## config.mk

```make
export PLATFORM = sky130hd
export DESIGN_NAME = dma_page_xlate
export DESIGN_NICKNAME = d
export VERILOG_FILES = /design/src/rtl/dpx_pkg.sv /design/src/rtl/dpx_cfg_regs.sv /design/src/rtl/dpx_addr_calc.sv /design/src/rtl/dpx_walk_fsm.sv /design/src/rtl/dma_page_xlate.sv
export SDC_FILE = /design/constraint.sdc
export NUM_CORES = 1
export LEC_CHECK = 0
export ABC_AREA = 1
export BUFFER_PORTS_ARGS = -buffer_cell sky130_fd_sc_hd__buf_2
export CAP_MARGIN = 20
export CELL_PAD_IN_SITES_DETAIL_PLACEMENT = 0
export CELL_PAD_IN_SITES_GLOBAL_PLACEMENT = 2
export CORE_ASPECT_RATIO = 0.5
export CORE_UTILIZATION = 28
export DETAILED_ROUTE_END_ITERATION = 6
export PLACE_DENSITY_LB_ADDON = 0.2
export SLEW_MARGIN = 20
export SYNTH_ARGS = -nofsm -noshare
export SYNTH_HDL_FRONTEND = slang
export SYNTH_SLANG_ARGS = --single-unit
```

## constraint.sdc

```tcl
create_clock -name clk -period 2.5 [get_ports clk]
set_input_delay 0.5 -clock clk [delete_from_list [all_inputs] [get_ports clk]]
set_output_delay 0.5 -clock clk [all_outputs]
set_load 0.01 [all_outputs]
```

## src/rtl/dpx_pkg.sv

```systemverilog
package dpx_pkg;
   typedef enum logic [1:0] {
      ST_IDLE  = 2'd0,
      ST_FETCH = 2'd1,
      ST_RESP  = 2'd2
   } walk_state_e;

   localparam int unsigned OFS_ORIGIN = 0;
   localparam int unsigned OFS_LENGTH = 4;
   localparam int unsigned OFS_FLUSH  = 8;
endpackage

```

## src/rtl/dpx_cfg_regs.sv

```systemverilog
module dpx_cfg_regs #(
   parameter int unsigned ADDR_W = 32,
   parameter int unsigned REG_AW = 4
) (
   input  logic              clk,
   input  logic              rst_n,
   input  logic              reg_we,
   input  logic [REG_AW-1:0] reg_addr,
   input  logic [ADDR_W-1:0] reg_wdata,
   output logic [ADDR_W-1:0] origin_q,
   output logic [ADDR_W-1:0] length_q
);
   import dpx_pkg::*;

   localparam logic [REG_AW-1:0] A_ORIGIN = REG_AW'(OFS_ORIGIN);
   localparam logic [REG_AW-1:0] A_LENGTH = REG_AW'(OFS_LENGTH);
   localparam logic [REG_AW-1:0] A_FLUSH  = REG_AW'(OFS_FLUSH);

   initial begin
      if (REG_AW < 4) $error("REG_AW must cover offset 0x8");
   end

   always_ff @(posedge clk) begin
      if (!rst_n) begin
         origin_q <= '0;
         length_q <= '0;
      end else if (reg_we) begin
         case (reg_addr)
            A_ORIGIN: origin_q <= reg_wdata;
            A_LENGTH: length_q <= reg_wdata;
            A_FLUSH:  ;
            default:  ;
         endcase
      end
   end
endmodule

```

## src/rtl/dpx_addr_calc.sv

```systemverilog
module dpx_addr_calc #(
   parameter int unsigned ADDR_W      = 32,
   parameter int unsigned PAGE_BITS   = 12,
   parameter int unsigned ENTRY_SHIFT = 3,
   parameter bit          USE_MASK    = 1'b1,
   parameter logic [ADDR_W-1:0] ORIGIN_MASK = 32'h7FFF_FFFF
) (
   input  logic [ADDR_W-1:0]    dma_addr,
   input  logic [ADDR_W-1:0]    origin,
   input  logic [ADDR_W-1:0]    length,
   output logic                 in_range,
   output logic [ADDR_W-1:0]    slot_addr,
   output logic [PAGE_BITS-1:0] page_off
);
   localparam int unsigned IDX_W = ADDR_W - PAGE_BITS;

   logic [IDX_W-1:0]  index;
   logic [ADDR_W-1:0] slots;
   logic [ADDR_W-1:0] eff_origin;

   initial begin
      if (PAGE_BITS >= ADDR_W) $error("PAGE_BITS must be below ADDR_W");
      if (ENTRY_SHIFT >= ADDR_W) $error("ENTRY_SHIFT too large");
   end

   assign index    = dma_addr[ADDR_W-1:PAGE_BITS];
   assign page_off = dma_addr[PAGE_BITS-1:0];
   assign slots    = length >> ENTRY_SHIFT;
   assign in_range = ADDR_W'(index) < slots;

   generate
      if (USE_MASK) begin : g_mask
         assign eff_origin = origin & ORIGIN_MASK;
      end else begin : g_nomask
         assign eff_origin = origin;
      end
   endgenerate

   assign slot_addr = eff_origin + (ADDR_W'(index) << ENTRY_SHIFT);
endmodule

```

## src/rtl/dpx_walk_fsm.sv

```systemverilog
module dpx_walk_fsm #(
   parameter int unsigned ADDR_W     = 32,
   parameter int unsigned PAGE_BITS  = 12,
   parameter int unsigned MEM_W      = 64,
   parameter int unsigned FRAME_LANE = 0
) (
   input  logic                 clk,
   input  logic                 rst_n,
   input  logic                 req_valid,
   input  logic                 in_range,
   input  logic [ADDR_W-1:0]    slot_addr,
   input  logic [PAGE_BITS-1:0] page_off,
   input  logic                 mem_rvalid,
   input  logic [MEM_W-1:0]     mem_rdata,
   input  logic                 mem_rerr,
   output logic                 busy,
   output logic                 mem_rd,
   output logic [ADDR_W-1:0]    mem_addr,
   output logic                 rsp_valid,
   output logic [ADDR_W-1:0]    rsp_addr,
   output logic                 rsp_fault
);
   import dpx_pkg::*;

   localparam int unsigned LANES = MEM_W / ADDR_W;

   walk_state_e          st_q;
   logic [PAGE_BITS-1:0] off_q;
   logic [ADDR_W-1:0]    frame_w;
   logic                 unused_rd;

   initial begin
      if (MEM_W % ADDR_W != 0) $error("MEM_W must be a multiple of ADDR_W");
      if (FRAME_LANE >= LANES) $error("FRAME_LANE out of range");
   end

   generate
      if (LANES == 1) begin : g_one
         assign frame_w = mem_rdata[ADDR_W-1:0];
      end else begin : g_lane
         assign frame_w = mem_rdata[FRAME_LANE*ADDR_W +: ADDR_W];
      end
   endgenerate

   assign unused_rd = ^mem_rdata ^ ^frame_w[PAGE_BITS-1:0];
   assign busy      = (st_q != ST_IDLE);

   always_ff @(posedge clk) begin
      if (!rst_n) begin
         st_q      <= ST_IDLE;
         off_q     <= '0;
         mem_rd    <= 1'b0;
         mem_addr  <= '0;
         rsp_valid <= 1'b0;
         rsp_addr  <= '0;
         rsp_fault <= 1'b0;
      end else begin
         case (st_q)
            ST_IDLE: begin
               if (req_valid) begin
                  off_q <= page_off;
                  if (in_range) begin
                     mem_addr <= slot_addr;
                     mem_rd   <= 1'b1;
                     st_q     <= ST_FETCH;
                  end else begin
                     rsp_valid <= 1'b1;
                     rsp_fault <= 1'b1;
                     rsp_addr  <= '0;
                     st_q      <= ST_RESP;
                  end
               end
            end
            ST_FETCH: begin
               if (mem_rvalid) begin
                  mem_rd    <= 1'b0;
                  rsp_valid <= 1'b1;
                  st_q      <= ST_RESP;
                  if (mem_rerr) begin
                     rsp_fault <= 1'b1;
                     rsp_addr  <= '0;
                  end else begin
                     rsp_fault <= 1'b0;
                     rsp_addr  <= {frame_w[ADDR_W-1:PAGE_BITS], off_q};
                  end
               end
            end
            default: begin
               rsp_valid <= 1'b0;
               st_q      <= ST_IDLE;
            end
         endcase
      end
   end
endmodule

```

## src/rtl/dma_page_xlate.sv

```systemverilog
module dma_page_xlate #(
   parameter int unsigned ADDR_W      = 32,
   parameter int unsigned PAGE_BITS   = 12,
   parameter int unsigned ENTRY_BYTES = 8,
   parameter int unsigned MEM_W       = 64,
   parameter int unsigned REG_AW      = 4,
   parameter bit          USE_MASK    = 1'b1
) (
   input  logic              clk,
   input  logic              rst_n,
   input  logic              reg_we,
   input  logic [REG_AW-1:0] reg_addr,
   input  logic [ADDR_W-1:0] reg_wdata,
   input  logic              req_valid,
   input  logic [ADDR_W-1:0] req_addr,
   output logic              busy,
   output logic              rsp_valid,
   output logic [ADDR_W-1:0] rsp_addr,
   output logic              rsp_fault,
   output logic              mem_rd,
   output logic [ADDR_W-1:0] mem_addr,
   input  logic              mem_rvalid,
   input  logic [MEM_W-1:0]  mem_rdata,
   input  logic              mem_rerr
);
   localparam int unsigned ENTRY_SHIFT = $clog2(ENTRY_BYTES);
   localparam logic [ADDR_W-1:0] ORIGIN_MASK = {1'b0, {(ADDR_W-1){1'b1}}};

   logic [ADDR_W-1:0]    origin_q;
   logic [ADDR_W-1:0]    length_q;
   logic                 in_range;
   logic [ADDR_W-1:0]    slot_addr;
   logic [PAGE_BITS-1:0] page_off;
   logic                 take;

   initial begin
      if ((1 << ENTRY_SHIFT) != ENTRY_BYTES) $error("ENTRY_BYTES must be a power of two");
      if (ENTRY_BYTES * 8 > MEM_W) $error("entry wider than read port");
   end

   assign take = req_valid & ~busy;

   dpx_cfg_regs #(.ADDR_W(ADDR_W), .REG_AW(REG_AW)) u_regs (
      .clk(clk), .rst_n(rst_n), .reg_we(reg_we), .reg_addr(reg_addr),
      .reg_wdata(reg_wdata), .origin_q(origin_q), .length_q(length_q)
   );

   dpx_addr_calc #(
      .ADDR_W(ADDR_W), .PAGE_BITS(PAGE_BITS), .ENTRY_SHIFT(ENTRY_SHIFT),
      .USE_MASK(USE_MASK), .ORIGIN_MASK(ORIGIN_MASK)
   ) u_calc (
      .dma_addr(req_addr), .origin(origin_q), .length(length_q),
      .in_range(in_range), .slot_addr(slot_addr), .page_off(page_off)
   );

   dpx_walk_fsm #(
      .ADDR_W(ADDR_W), .PAGE_BITS(PAGE_BITS), .MEM_W(MEM_W), .FRAME_LANE(0)
   ) u_walk (
      .clk(clk), .rst_n(rst_n), .req_valid(take), .in_range(in_range),
      .slot_addr(slot_addr), .page_off(page_off), .mem_rvalid(mem_rvalid),
      .mem_rdata(mem_rdata), .mem_rerr(mem_rerr), .busy(busy), .mem_rd(mem_rd),
      .mem_addr(mem_addr), .rsp_valid(rsp_valid), .rsp_addr(rsp_addr),
      .rsp_fault(rsp_fault)
   );
endmodule

```

==> metrics <==
status finished clean; Post-synth EDFFs 0; Final GP Congestion 0.8735; die width 231.7 um; Die Y 116.9 um; register area 0.002823 mm^2; Power Dens Cells 699.6 mW/mm^2; critical-path maximum fanout 4; syn_nets 1,246; Cells after Synth 1,068; GR Util All Layers 0.1697; Clock Latency Late Sink 0.44 ns; CP Class reg -> reg; total grt overflow 0; reg2reg start u_regs.origin_q[3]; vias in the first global route 6,484; hold_sp req_addr[11]; number of port buffers 161; WHS 0.2854 ns; Max-cap violations 0; leakage power total 4.337 nW; CP arrival 2.53 ns; via/cell ratio 4.449; # resized after CTS 0; ys flop type dfxtp_1; Hold Path Cell Cnt 3; worst-margin pin slew 0.8858 ns; FMAX 453.0 MHz; most frequent cell after synthesis nand2_1; R2R Setup Slk 0.29 ns; Synth top area share 0.3820; worst reg2reg path depth 12; Boundary Pins 206; cell row count 41; CTS tree yes; period utilisation layout 0.8831; postcts setup bufs 0; Initial DRT Pass Iterations 5; pins over their slew limit 0; Tmin final 2.208 ns; highest routed layer met4; first-pass GRT wire length 34.89 mm; CP Capture Type register; Reg-to-Reg End u_walk.mem_addr[29]; Final HPWL DP 17.40 mm; Fin Setup TNS 0 ns; Longest Clk Path Bufs 2; CP startpoint kind register; fraction of layout cells with a size suffix above 1 0.2120; total core area 0.02555 mm^2; mean post-synth cell area 6.918 um^2; routed wl met3 917 um; Routed Antenna Nets 0; Max VDD drop 464.8 uV; Sink Count 141; WHS Endpoint u_walk.off_q[11]; clock root cell clkbuf_16; initial core utilization 0.2892; Cell Area, Synth 0.007388 mm^2; initial antenna violation count 0; Multi-input gate area 0.003792 mm^2; Yosys top cell by area dfxtp_1; Synth top cells by count 187 x nand2_1, 158 x nor2_1, 141 x dfxtp_1; Layout area overhead 24.59%; DR vias 7,029; relative max-transition margin 0.4088; final hold violation count 0; synth warn 0; drt total wl 22.38 mm; Setup violations, final 0; clock buffer count from CTS 17; worst path required time 2.82 ns; ANT cells 0; largest net degree at the start of global routing 63; final core utilization 0.3603; drc violations 0; Synth cell types 34; Yosys reg bits 141; HP Class in -> reg; DIE AREA 0.02708 mm^2; number of fill cells 2,786; top cells by area, synth dfxtp_1 38%, nand2_1 9.5%, a21oi_1 8.1%; per-cell routed wire length 14.16 um; Setup Skew 0.009191 ns; Seq/Total Area, Yosys 0.3820; RSZ-0062 raised after global routing false; FFs w/ async S/R, synth 0; CTS H-tree lvls 4; met2 WL 8.955 mm; Nets 1,403; wl on met1 12.26 mm; DRT iter0 DRCs 390; Clock Pin Slew Worst Setup and Hold Paths 0.06 ns; CTS Hold Bufs 0
## stage by stage
step	instance area [um^2]	total power [W]	cells	worst slack, ns
2_1_floorplan	7388	0.003421	1068	0.4706
3_3_place_gp	8617	0.003898	1550	0.02647
3_5_place_dp	8617	0.003916	1550	-0.002496
4_1_cts	9205	0.006553	1580	0.2988
5_1_grt	9205	0.006833	1580	0.07419
6_report	9205	0.006440	1580	0.2924
## sequential cells by signal, summed over array words and instances (netlist names)
signal and count:
u_walk.rsp_valid 1, u_regs.length_q 29, u_walk.st_q 2, u_walk.rsp_fault 1, u_walk.rsp_addr 32, u_regs.origin_q 31, u_walk.mem_rd 1, u_walk.off_q 12
u_walk.mem_addr 32
## report_power, final
| part | internal, W | leakage (nW) | switching (W) |
|---|---|---|---|
| clock | 0.00158 | 0.281 | 0.00101 |
| sequential | 0.00245 | 1.15 | 0.0000943 |
| combinational | 0.000500 | 2.91 | 0.000802 |
| total | 0.00453 | 4.34 | 0.00191 |
## per-layer routing
| metal | track usage | vias to the layer above |
|---|---|---|
| met3 | 0.03803 | 18 |
| met4 | 0.05263 | 0 |
| met5 | 0 | - |
| met2 | 0.2442 | 117 |
| met1 | 0.2486 | 3166 |
| li1 | - | 3728 |
## critical path: stages, from the launching register on
cell,delay [ns]
dfxtp_1,0.31
ha_1,0.21
fa_1,0.40
nand3_1,0.10
nand3_1,0.18
nand2_1,0.11
nand2_1,0.11
nand2_1,0.09
nand2_1,0.09
nand2_1,0.10
a31oi_1,0.08
nor2_1,0.25
nor2_1,0.07
## cell usage in the layout (no fill, tap or decap), types with 2 or more instances in the layout
master / n
a21oi_2: 10
a21o_1: 2
bufinv_16: 3
dfxtp_1: 141
o21ai_0: 112
inv_2: 4
nand4_1: 12
o21bai_1: 2
nand2_4: 2
buf_2: 160
nor3_1: 6
and2_1: 3
nand3b_1: 4
a21oi_1: 120
nand3_1: 24
clkinv_4: 2
xor2_1: 13
ha_1: 39
buf_4: 17
nand2_2: 23
nor2_2: 6
buf_12: 5
nand3_4: 2
o21ai_1: 7
clkbuf_16: 17
nand2_1: 187
clkinvlp_4: 3
nor3_2: 2
nor2_1: 158
clkinv_2: 3
inv_1: 139
## worst max-delay path by stage
stage | startpoint | end | slack [ns]
floorplan | req_addr[12] | u_walk.mem_addr[13] | 0.47
finish | u_regs.origin_q[3] | u_walk.mem_addr[29] | 0.29
global route | u_regs.length_q[22] | u_walk.mem_addr[4] | 0.07
CTS | u_regs.length_q[21] | u_walk.mem_addr[4] | 0.30
global placement | req_addr[12] | u_walk.mem_addr[29] | 0.03
detailed placement | req_addr[12] | u_walk.mem_addr[29] | -0.002
## cells by family (layout without fill, tap and decap cells)
family / after synthesis / count (layout) / synth area share
AND/OR/NAND/NOR: 432 / 432 / 0.2498
AO/OA/AOI/OAI: 254 / 254 / 0.1787
buffers and inverters: 188 / 356 / 0.1053
flip-flops: 141 / 141 / 0.3820
adder cells (fa/ha/maj): 40 / 40 / 0.06876
XOR/XNOR: 13 / 13 / 0.01541
## area by class of cell
cell class | count | share of cell area
inverters | 144 | 0.05899
clock inverters | 11 | 0.01577
repair buffers | 182 | 0.1117
clock buffers | 19 | 0.04812
flip-flops and latches | 141 | 0.3066
well taps | 344 | 0.04676
multi-input cells | 739 | 0.4120
(Power assumes the default switching activity.)
